`config.mk`:
```
export PLATFORM = sky130hd
export DESIGN_NAME = stack_ea_unit
export DESIGN_NICKNAME = d
export VERILOG_FILES = /design/src/rtl/stack_ea_pkg.sv /design/src/rtl/stack_ea_arith.sv /design/src/rtl/stack_ea_fsm.sv /design/src/rtl/stack_ea_unit.sv
export SDC_FILE = /design/constraint.sdc
export NUM_CORES = 1
export LEC_CHECK = 0
export BUFFER_PORTS_ARGS = -buffer_cell sky130_fd_sc_hd__clkbuf_2
export CAP_MARGIN = 5
export CORE_UTILIZATION = 54
export DETAILED_ROUTE_END_ITERATION = 6
export PLACE_DENSITY = 0.81
export SKIP_CTS_REPAIR_TIMING = 1
export SYNTH_ARGS = -nofsm -noshare
export SYNTH_HDL_FRONTEND = slang
export SYNTH_SLANG_ARGS = --single-unit
```
`constraint.sdc`:
```
create_clock -name clk -period 3.4 [get_ports clk]
set_clock_uncertainty 0.2 [all_clocks]
set_input_delay 0.68 -clock clk [delete_from_list [all_inputs] [get_ports clk]]
set_output_delay 0.68 -clock clk [all_outputs]
set_load 0.005 [all_outputs]
```
`src/rtl/stack_ea_pkg.sv`:
```
// Package: shared mode and state encodings for the stack element address unit.
// Assumes: the mode encoding is fixed by the requirements (00/01/10/11).
package stack_ea_pkg;

    typedef enum logic [1:0] {
        MODE_DIRECT  = 2'b00,
        MODE_INDEXED = 2'b01,
        MODE_POP     = 2'b10,
        MODE_PUSH    = 2'b11
    } sea_mode_e;

    typedef enum logic [2:0] {
        ST_IDLE  = 3'd0,
        ST_FETCH = 3'd1,
        ST_EVAL  = 3'd2,
        ST_WBACK = 3'd3,
        ST_DONE  = 3'd4
    } sea_state_e;

endpackage

```
`src/rtl/stack_ea_arith.sv`:
```
// Module: stack_ea_arith
// Purely combinational address arithmetic. From the fetched pointer word,
// the captured mode and X, it forms the next element address, the pointer
// value to store back, and whether a store is needed.
// Assumes: DATA_W >= 2; the element address drops the top bit of the word.
module stack_ea_arith
    import stack_ea_pkg::*;
#(
    parameter int DATA_W = 16
) (
    input  sea_mode_e          mode_q,
    input  logic [DATA_W-1:0]  ptr_word,
    input  logic [DATA_W-1:0]  x_word,
    output logic [DATA_W-2:0]  ea_next,
    output logic [DATA_W-1:0]  ptr_next,
    output logic               wb_needed
);
    localparam int EA_W = DATA_W - 1;
    localparam logic [DATA_W-1:0] ONE = DATA_W'(1);

    logic [DATA_W-1:0] ptr_inc;
    logic [DATA_W-1:0] ptr_dec;
    logic [DATA_W-1:0] ptr_sum;

    // Candidate results, all wrapping modulo 2^DATA_W.
    always_comb begin
        ptr_inc = ptr_word + ONE;
        ptr_dec = ptr_word - ONE;
        ptr_sum = ptr_word + x_word;
    end

    // Mode select for address, store-back value and store request.
    always_comb begin
        ea_next   = ptr_word[EA_W-1:0];
        ptr_next  = ptr_word;
        wb_needed = 1'b0;
        case (mode_q)
            MODE_DIRECT: begin
                ea_next = ptr_word[EA_W-1:0];
            end
            MODE_INDEXED: begin
                ea_next = ptr_sum[EA_W-1:0];
            end
            MODE_POP: begin
                ea_next   = ptr_word[EA_W-1:0];
                ptr_next  = ptr_inc;
                wb_needed = 1'b1;
            end
            MODE_PUSH: begin
                ea_next   = ptr_dec[EA_W-1:0];
                ptr_next  = ptr_dec;
                wb_needed = 1'b1;
            end
            default: begin
                ea_next = ptr_word[EA_W-1:0];
            end
        endcase
    end

endmodule

```
`src/rtl/stack_ea_fsm.sv`:
```
// Module: stack_ea_fsm
// Sequencer. It captures the request, reads the pointer word, latches the
// computed address and store-back value, performs the optional store, and
// pulses done.
// Assumes: memory read data is valid one cycle after mem_re; a start is
// accepted only in the idle or done state.
module stack_ea_fsm
    import stack_ea_pkg::*;
#(
    parameter int DATA_W = 16
) (
    input  logic               clk,
    input  logic               rst_n,
    input  logic               start,
    input  logic [1:0]         mode,
    input  logic [DATA_W-1:0]  ptr_addr,
    input  logic [DATA_W-1:0]  x_reg,
    input  logic [DATA_W-1:0]  mem_rdata,
    input  logic [DATA_W-2:0]  ea_next,
    input  logic [DATA_W-1:0]  ptr_next,
    input  logic               wb_needed,
    output sea_mode_e          mode_q,
    output logic [DATA_W-1:0]  x_q,
    output logic [DATA_W-2:0]  mem_addr,
    output logic               mem_re,
    output logic               mem_we,
    output logic [DATA_W-1:0]  mem_wdata,
    output logic [DATA_W-2:0]  ea,
    output logic               done
);
    localparam int EA_W = DATA_W - 1;
    localparam logic [DATA_W-1:0] ONE = DATA_W'(1);

    sea_state_e        state;
    logic [EA_W-1:0]   addr_q;
    logic [EA_W-1:0]   ea_q;
    logic [DATA_W-1:0] wdata_q;
    logic              accept;

    // A new request is taken only when no operation is in flight.
    always_comb begin
        accept = start && ((state == ST_IDLE) || (state == ST_DONE));
    end

    // State sequencing.
    always_ff @(posedge clk) begin
        if (!rst_n) begin
            state <= ST_IDLE;
        end else begin
            case (state)
                ST_IDLE:  state <= accept ? ST_FETCH : ST_IDLE;
                ST_FETCH: state <= ST_EVAL;
                ST_EVAL:  state <= wb_needed ? ST_WBACK : ST_DONE;
                ST_WBACK: state <= ST_DONE;
                ST_DONE:  state <= accept ? ST_FETCH : ST_IDLE;
                default:  state <= ST_IDLE;
            endcase
        end
    end

    // Request capture; the top bit of the pointer address is discarded.
    always_ff @(posedge clk) begin
        if (!rst_n) begin
            mode_q <= MODE_DIRECT;
            addr_q <= '0;
            x_q    <= '0;
        end else if (accept) begin
            mode_q <= sea_mode_e'(mode);
            addr_q <= ptr_addr[EA_W-1:0];
            x_q    <= x_reg;
        end
    end

    // Result capture in the cycle the pointer word arrives.
    always_ff @(posedge clk) begin
        if (!rst_n) begin
            ea_q    <= '0;
            wdata_q <= '0;
        end else if (state == ST_EVAL) begin
            ea_q    <= ea_next;
            wdata_q <= ptr_next;
        end
    end

    // Memory port and completion outputs decoded from state.
    always_comb begin
        mem_re    = (state == ST_FETCH);
        mem_we    = (state == ST_WBACK);
        mem_addr  = addr_q;
        mem_wdata = wdata_q;
        ea        = ea_q;
        done      = (state == ST_DONE);
    end

    // only the stack-moving modes may write.
    p_write_only_moving_r1: assert property (@(posedge clk) disable iff (!rst_n)
        mem_we |-> mode_q[1]);

    // pop stores the fetched pointer plus one.
    p_pop_store_r3: assert property (@(posedge clk) disable iff (!rst_n)
        (mem_we && mode_q == MODE_POP) |-> (mem_wdata == $past(mem_rdata) + ONE));

    // push stores the fetched pointer minus one.
    p_push_store_r4: assert property (@(posedge clk) disable iff (!rst_n)
        (mem_we && mode_q == MODE_PUSH) |-> (mem_wdata == $past(mem_rdata) - ONE));

    // the read goes to the low bits of the address given with start.
    p_read_addr_r5: assert property (@(posedge clk) disable iff (!rst_n)
        mem_re |-> (mem_addr == $past(ptr_addr[EA_W-1:0])));

    // read and write never overlap; done is one cycle wide.
    p_port_exclusive_r7: assert property (@(posedge clk) disable iff (!rst_n)
        !(mem_re && mem_we));
    p_done_pulse_r7: assert property (@(posedge clk) disable iff (!rst_n)
        done |=> !done);

    // one read per operation; a busy start does not trigger a second.
    p_single_read_r8: assert property (@(posedge clk) disable iff (!rst_n)
        mem_re |=> !mem_re);

endmodule

```
`src/rtl/stack_ea_unit.sv`:
```
// Module: stack_ea_unit (top)
// Stack element address unit for a downward-growing stack whose pointer is
// held in memory. It joins the sequencer and the address arithmetic.
// Assumes: a single-port synchronous memory with one-cycle read latency.
module stack_ea_unit
    import stack_ea_pkg::*;
#(
    parameter int DATA_W = 16
) (
    input  logic               clk,
    input  logic               rst_n,
    input  logic               start,
    input  logic [1:0]         mode,
    input  logic [DATA_W-1:0]  ptr_addr,
    input  logic [DATA_W-1:0]  x_reg,
    output logic [DATA_W-2:0]  mem_addr,
    output logic               mem_re,
    output logic               mem_we,
    output logic [DATA_W-1:0]  mem_wdata,
    input  logic [DATA_W-1:0]  mem_rdata,
    output logic [DATA_W-2:0]  ea,
    output logic               done
);
    localparam int EA_W = DATA_W - 1;

    sea_mode_e         mode_q;
    logic [DATA_W-1:0] x_q;
    logic [EA_W-1:0]   ea_next;
    logic [DATA_W-1:0] ptr_next;
    logic              wb_needed;

    stack_ea_fsm #(.DATA_W(DATA_W)) u_fsm (
        .clk       (clk),
        .rst_n     (rst_n),
        .start     (start),
        .mode      (mode),
        .ptr_addr  (ptr_addr),
        .x_reg     (x_reg),
        .mem_rdata (mem_rdata),
        .ea_next   (ea_next),
        .ptr_next  (ptr_next),
        .wb_needed (wb_needed),
        .mode_q    (mode_q),
        .x_q       (x_q),
        .mem_addr  (mem_addr),
        .mem_re    (mem_re),
        .mem_we    (mem_we),
        .mem_wdata (mem_wdata),
        .ea        (ea),
        .done      (done)
    );

    stack_ea_arith #(.DATA_W(DATA_W)) u_arith (
        .mode_q    (mode_q),
        .ptr_word  (mem_rdata),
        .x_word    (x_q),
        .ea_next   (ea_next),
        .ptr_next  (ptr_next),
        .wb_needed (wb_needed)
    );

    // nothing is requested of memory and done stays low in reset.
    p_quiet_reset_r9: assert property (@(posedge clk)
        !rst_n |=> (!done && !mem_re && !mem_we));

endmodule

```
### Word level (Yosys, flattened, before mapping)

Index checks and enable logic that the tools add are counted.

| storage, ports and cells | value |
|---|---|
| bits in registers | 66 |
| latch bits | 0 |
| bits in writable memories | 0 |
| bits in read-only memories | 0 |
| output and inout bits | 49 |
| memories | 0 |

| operators by class | value |
|---|---|
| add/subtract/negate cells | 3 |
| multipliers | 0 |
| divide/modulo/power cells | 0 |
| order comparisons | 0 |
| eq/ne operators | 7 |
| shift-type cells | 0 |
| muxes and demuxes | 6 |
| bitwise operators | 0 |
| reduce and logical (&&, ||, !) cells | 7 |

Operators with widths:

| kind | count |
|---|---|
| $pmux W15 S3 | 1 |
| $pmux W16 S2 | 1 |
| $add A16 B1 Y16 const B | 1 |
| $sub A16 B1 Y16 const B | 1 |
| $add A15 B15 Y15 | 1 |
| $pmux W3 S4 | 1 |
| $eq A3 B2 Y1 const B | 2 |
| $reduce_or A2 Y1 | 3 |
| $eq A2 B2 Y1 const B | 2 |
| $eq A3 B1 Y1 const B | 1 |
| $eq A3 B3 Y1 const B | 1 |
| $logic_not A3 Y1 | 1 |
| $mux W3 | 1 |
| $eq A2 B1 Y1 const B | 1 |
| $logic_not A2 Y1 | 1 |
| $mux W1 | 2 |
| $logic_and A1 B1 Y1 | 1 |
| $logic_or A1 B1 Y1 | 1 |

### Longest topological paths before layout

| depth | value |
|---|---|
| depth after elaboration | 5 |
| depth in mapped cells | 8 |
| mapped depth without buffers | 8 |

### Hierarchy

From an unflattened synthesis, not the netlist that was laid out.

| second synthesis, totals | value |
|---|---|
| cell total of the unflattened synthesis | 563 |
| area, all modules | 4,451.8 um^2 |

By module, submodules not included:

| module | times used | cells each | area each (um^2) | seq. area each (um^2) |
|---|---|---|---|---|
| stack_ea_fsm | 1 | 298 | 2,741.4 | 1,341.3 |
| stack_ea_arith | 1 | 265 | 1,710.4 | 0.0 |

### Worst setup path before layout

Ideal clock, no wire load.

| timing path | value |
|---|---|
| kind | input to register |
| from | input mem_rdata[0] |
| to | register u_fsm.ea_q[14], in the netlist u_fsm.ea[14] |
| setup time | 0.079 ns |
| data arrival time | 2.464 ns |
| path slack | 0.657 ns |
| cell stages on the path | 8 |
| cell sequence | ha_1 -> fa_1 -> a21oi_1 -> o221ai_1 -> a21oi_1 -> nor2_1 -> or4_1 -> o211ai_1 |

| on the way | value |
|---|---|
| word-level cells in the longest chain between the ends | 2 |

RTL lines:

| what | RTL line | text |
|---|---|---|
| start: declaration | stack_ea_unit.sv:20 | `input logic [DATA_W-1:0] mem_rdata,` |
| $sub A16 B1 Y16 or $add A15 B15 Y15 (tied branches) | stack_ea_arith.sv:28, stack_ea_arith.sv:29 |  |
| $pmux W15 S3 (*) | stack_ea_arith.sv:37 | `case (mode_q)` |
| end signal: assignment | stack_ea_fsm.sv:80 | `ea_q <= ea_next;` |
| end: declaration | stack_ea_fsm.sv:36 | `logic [EA_W-1:0] ea_q;` |

Every way passes the cells marked *; elsewhere a longest branch is shown, timed or not.
A chain may end at the register's enable or synchronous reset.

### Worst setup path after layout

Ends and elaborated chain as after synthesis.

==> flow_summary.toml <==
[timing]
slew_headroom_pct = 30.5
max_freq_mhz = 362
finalWorstPathRequiredPeriod_ps = 2760
final_critical_path_setup_slack_ps = 640
grt_setup_unrepaired = "false"
tns_ps = 0
hold_violations = 0
fin_crit_sh_pct = 81.2
tightestPinTransition_ps = 1040
setup_viol_count_final = 0
pins_over_slew_limit = 0

[finish]
syn2layout_area_growth_pct = 17.9
insertedDiodeCount = 0
final_core_utilization_pct = 67.5
layout.filler_cells = 675
layout.nets = 692
final_layout_size_suffix_gt1_share_pct = 20.9

[routing]
count_of_vias_placed_by_the_detailed_router = 4146
drc = 0
viasPerCell = 5.74
route.antenna.remaining_nets = 0
first_iter_violations = 263
route.final.wire_length_um = 10400
avgRoutedWirePerCell_um = 14.5
detail_route.first_pass.iterations = 5

[setup_path]
worstSetupStartpointType = "input pin"
timing.critical_path.required_ps = 3480
worstPathArrival_ps = 2840
critical_path_class = "in2reg"
critical_path.endpoint_type = "flip-flop"
maximum_fanout_encountered_on_the_critical_timing_path = 5

[logic_synthesis]
count_of_mapped_cells_out_of_synthesis = 545
synth_compound_area_share_pct = 21.9
post_synth_mux_area_share_pct = 3.35
cell_types_with_the_largest_area_share_after_synthesis = "sky130_fd_sc_hd__dfxtp_1 33%, sky130_fd_sc_hd__nand2_1 11%, sky130_fd_sc_hd__a21oi_1 8.6%, sky130_fd_sc_hd__ha_1 5.0%, sky130_fd_sc_hd__o21ai_0 4.5%"
synth.lib_cells_used.distinct = 50
syn_area_per_cell_um2 = 7.33
synth.ff_latch_count = 66
synthDominantCellAreaShare_pct = 33.1
synth_xor_xnor_area_share_pct = 5.48
ys_async_sr_fraction_pct = 0
main_combinational_cell_family_by_area_after_synthesis = "simple AND/OR/NAND/NOR gates"
synth-edff-count = 0
mapped_area_um2 = 4000
adder_cell_share_of_the_synthesized_area_pct = 5.51
synthFlopType = "sky130_fd_sc_hd__dfxtp_1"
synthSimpleGateAreaFrac_pct = 25.5
synth_largest_area_cell = "sky130_fd_sc_hd__dfxtp_1"
synthesis.nets = 615
ys_warn_count = 0
yosysSeqAreaShare_pct = 33.1

[pwr]
ir_worst_vdd_uv = 251
leakagePower_nw = 1.93
p_seq_share_pct = 44.1
netSwitchingFraction_pct = 30.5
power.switching_w = 0.000584
p_clk_share_pct = 35.6
share_comb_of_total_power_pct = 20.3
internal-power_w = 0.00133
power_density_nw_per_um2 = 406

[floorplanning]
start_util_pct = 57.2
die_x_um = 88.0
boundaryPins = 102
core_area_um2 = 6980
die_area_um2 = 7750
dieHeight_um = 88.0
placementRows = 30

[clock_tree]
ctsRootBufferMaster = "sky130_fd_sc_hd__clkbuf_8"
clk_transition_reported_paths_ps = 80
worstSkewPairLatency_ps = 350
cts_htree_levels = 3
clock_tree.buffer_depth = 2
clock-sinks = 66
cts_tree = "yes"
cts-buffers-inserted = 9

[global_route]
grt_pass1_vias = 3717
overflow = 0
grt_first_pass_wirelength_um = 17000
grt_use_total_pct = 28.3
antenna_found_initial = 0
grt_max_degree = 53

[placement]
hpwlAfterDp_um = 7480
place_worst_setup_slack_ps = 331
portBuffers = 99
place_congestion = 0.864

[run_status]
outcome = "finished, final reports clean"

[run]
maxCapViolations = 0

[worst_hold_path]
timing.hold.worst.class = "reg2reg"
[power groups by stage]
stage	Combinational, W	Sequential (W)	Clock, W
after floorplan	0.000256	0.000860	0
after CTS	0.000385	0.000844	0.000695
after global placement	0.000373	0.000859	0
final	0.000389	0.000844	0.000680
after detailed placement	0.000383	0.000862	0
after global routing	0.000436	0.000849	0.000728
[synth_stat cells, drive strengths merged (5+ instances only)]
library cell,count
a221oi,6
nor2,36
a21oi,69
and2,7
nand3,11
xnor2,15
xor2,10
inv,10
nor2b,6
o21ai,38
buf,8
nor4,9
o211ai,5
a31oi,5
ha,16
a211oi,12
nor3,11
mux2i,10
nand2,115
nand4,5
dfxtp,66
clkbuf,33
[registers in the layout (all words and copies together) (netlist names)]
name and count:
u_fsm.mem_addr 15, u_fsm.ea 15, u_fsm.x_q 15, u_fsm.mem_wdata 16, u_fsm.state 3, u_fsm.mode_q 2
[final timing paths]
check | start | end | slack [ps] | cells after the start
min | u_fsm.mem_addr[5] | u_fsm.mem_addr[5] | 260 | 2
max | mem_rdata[0] | u_fsm.ea[14] | 640 | 9
max reg2reg | u_fsm.x_q[0] | u_fsm.ea[14] | 770 | 8
min reg2reg | u_fsm.mem_addr[5] | u_fsm.mem_addr[5] | 260 | 2
[final cells by class]
| cell class | count | area (um2) | area share, % |
|---|---|---|---|
| inverter | 12 | 45.0 | 0.956 |
| clock inverter | 5 | 63.8 | 1.35 |
| timing repair buffer | 107 | 556 | 11.8 |
| tap | 96 | 120 | 2.55 |
| sequential | 66 | 1320 | 28.0 |
| clock buffer | 10 | 138 | 2.92 |
| multi-input combinational | 426 | 2470 | 52.4 |
[kinds of logic after synthesis]
family	Yosys count
xor+xnor	25
fa+ha+maj	17
buf+inv	53
mux	13
flops	66
compound gates	150
simple gates	221
[worst max-delay path: stages]
cell and delay [ps]:
sky130_fd_sc_hd__clkbuf_2 110, sky130_fd_sc_hd__ha_1 220, sky130_fd_sc_hd__fa_1 400, sky130_fd_sc_hd__a21oi_1 240
sky130_fd_sc_hd__o221ai_1 300, sky130_fd_sc_hd__a21oi_1 210, sky130_fd_sc_hd__nor2_1 70, sky130_fd_sc_hd__or4_1 500
sky130_fd_sc_hd__o211ai_1 100
[cells in the final DEF (no fill, tap or decap), drive strengths merged, types with 11 or more instances in the layout]
master	instances
nand2	115
xnor2	15
clkbuf	109
nor3	11
a21oi	69
nor2	36
nand3	11
dfxtp	66
a211oi	12
ha	16
o21ai	38
inv	11
[per-stage QoR]
step / area [um2] / power, W / cells / hold WS [ps]
2_1_floorplan: 4000 / 0.00112 / 545 / 240
3_3_place_gp: 4510 / 0.00123 / 707 / 241
3_5_place_dp: 4510 / 0.00124 / 707 / 248
4_1_cts: 4710 / 0.00192 / 722 / 260
5_1_grt: 4710 / 0.00201 / 722 / 285
6_report: 4710 / 0.00191 / 722 / 257
[per-layer routing]
layer / vias to the layer above / track usage (%) / wire length, um
met5: - / 0 / 0
met4: 0 / 10.4 / 214
met3: 23 / 6.41 / 763
met2: 178 / 47.1 / 4920
met1: 1880 / 35.9 / 4550
li1: 2065 / - / -
(Power assumes the default switching activity.)
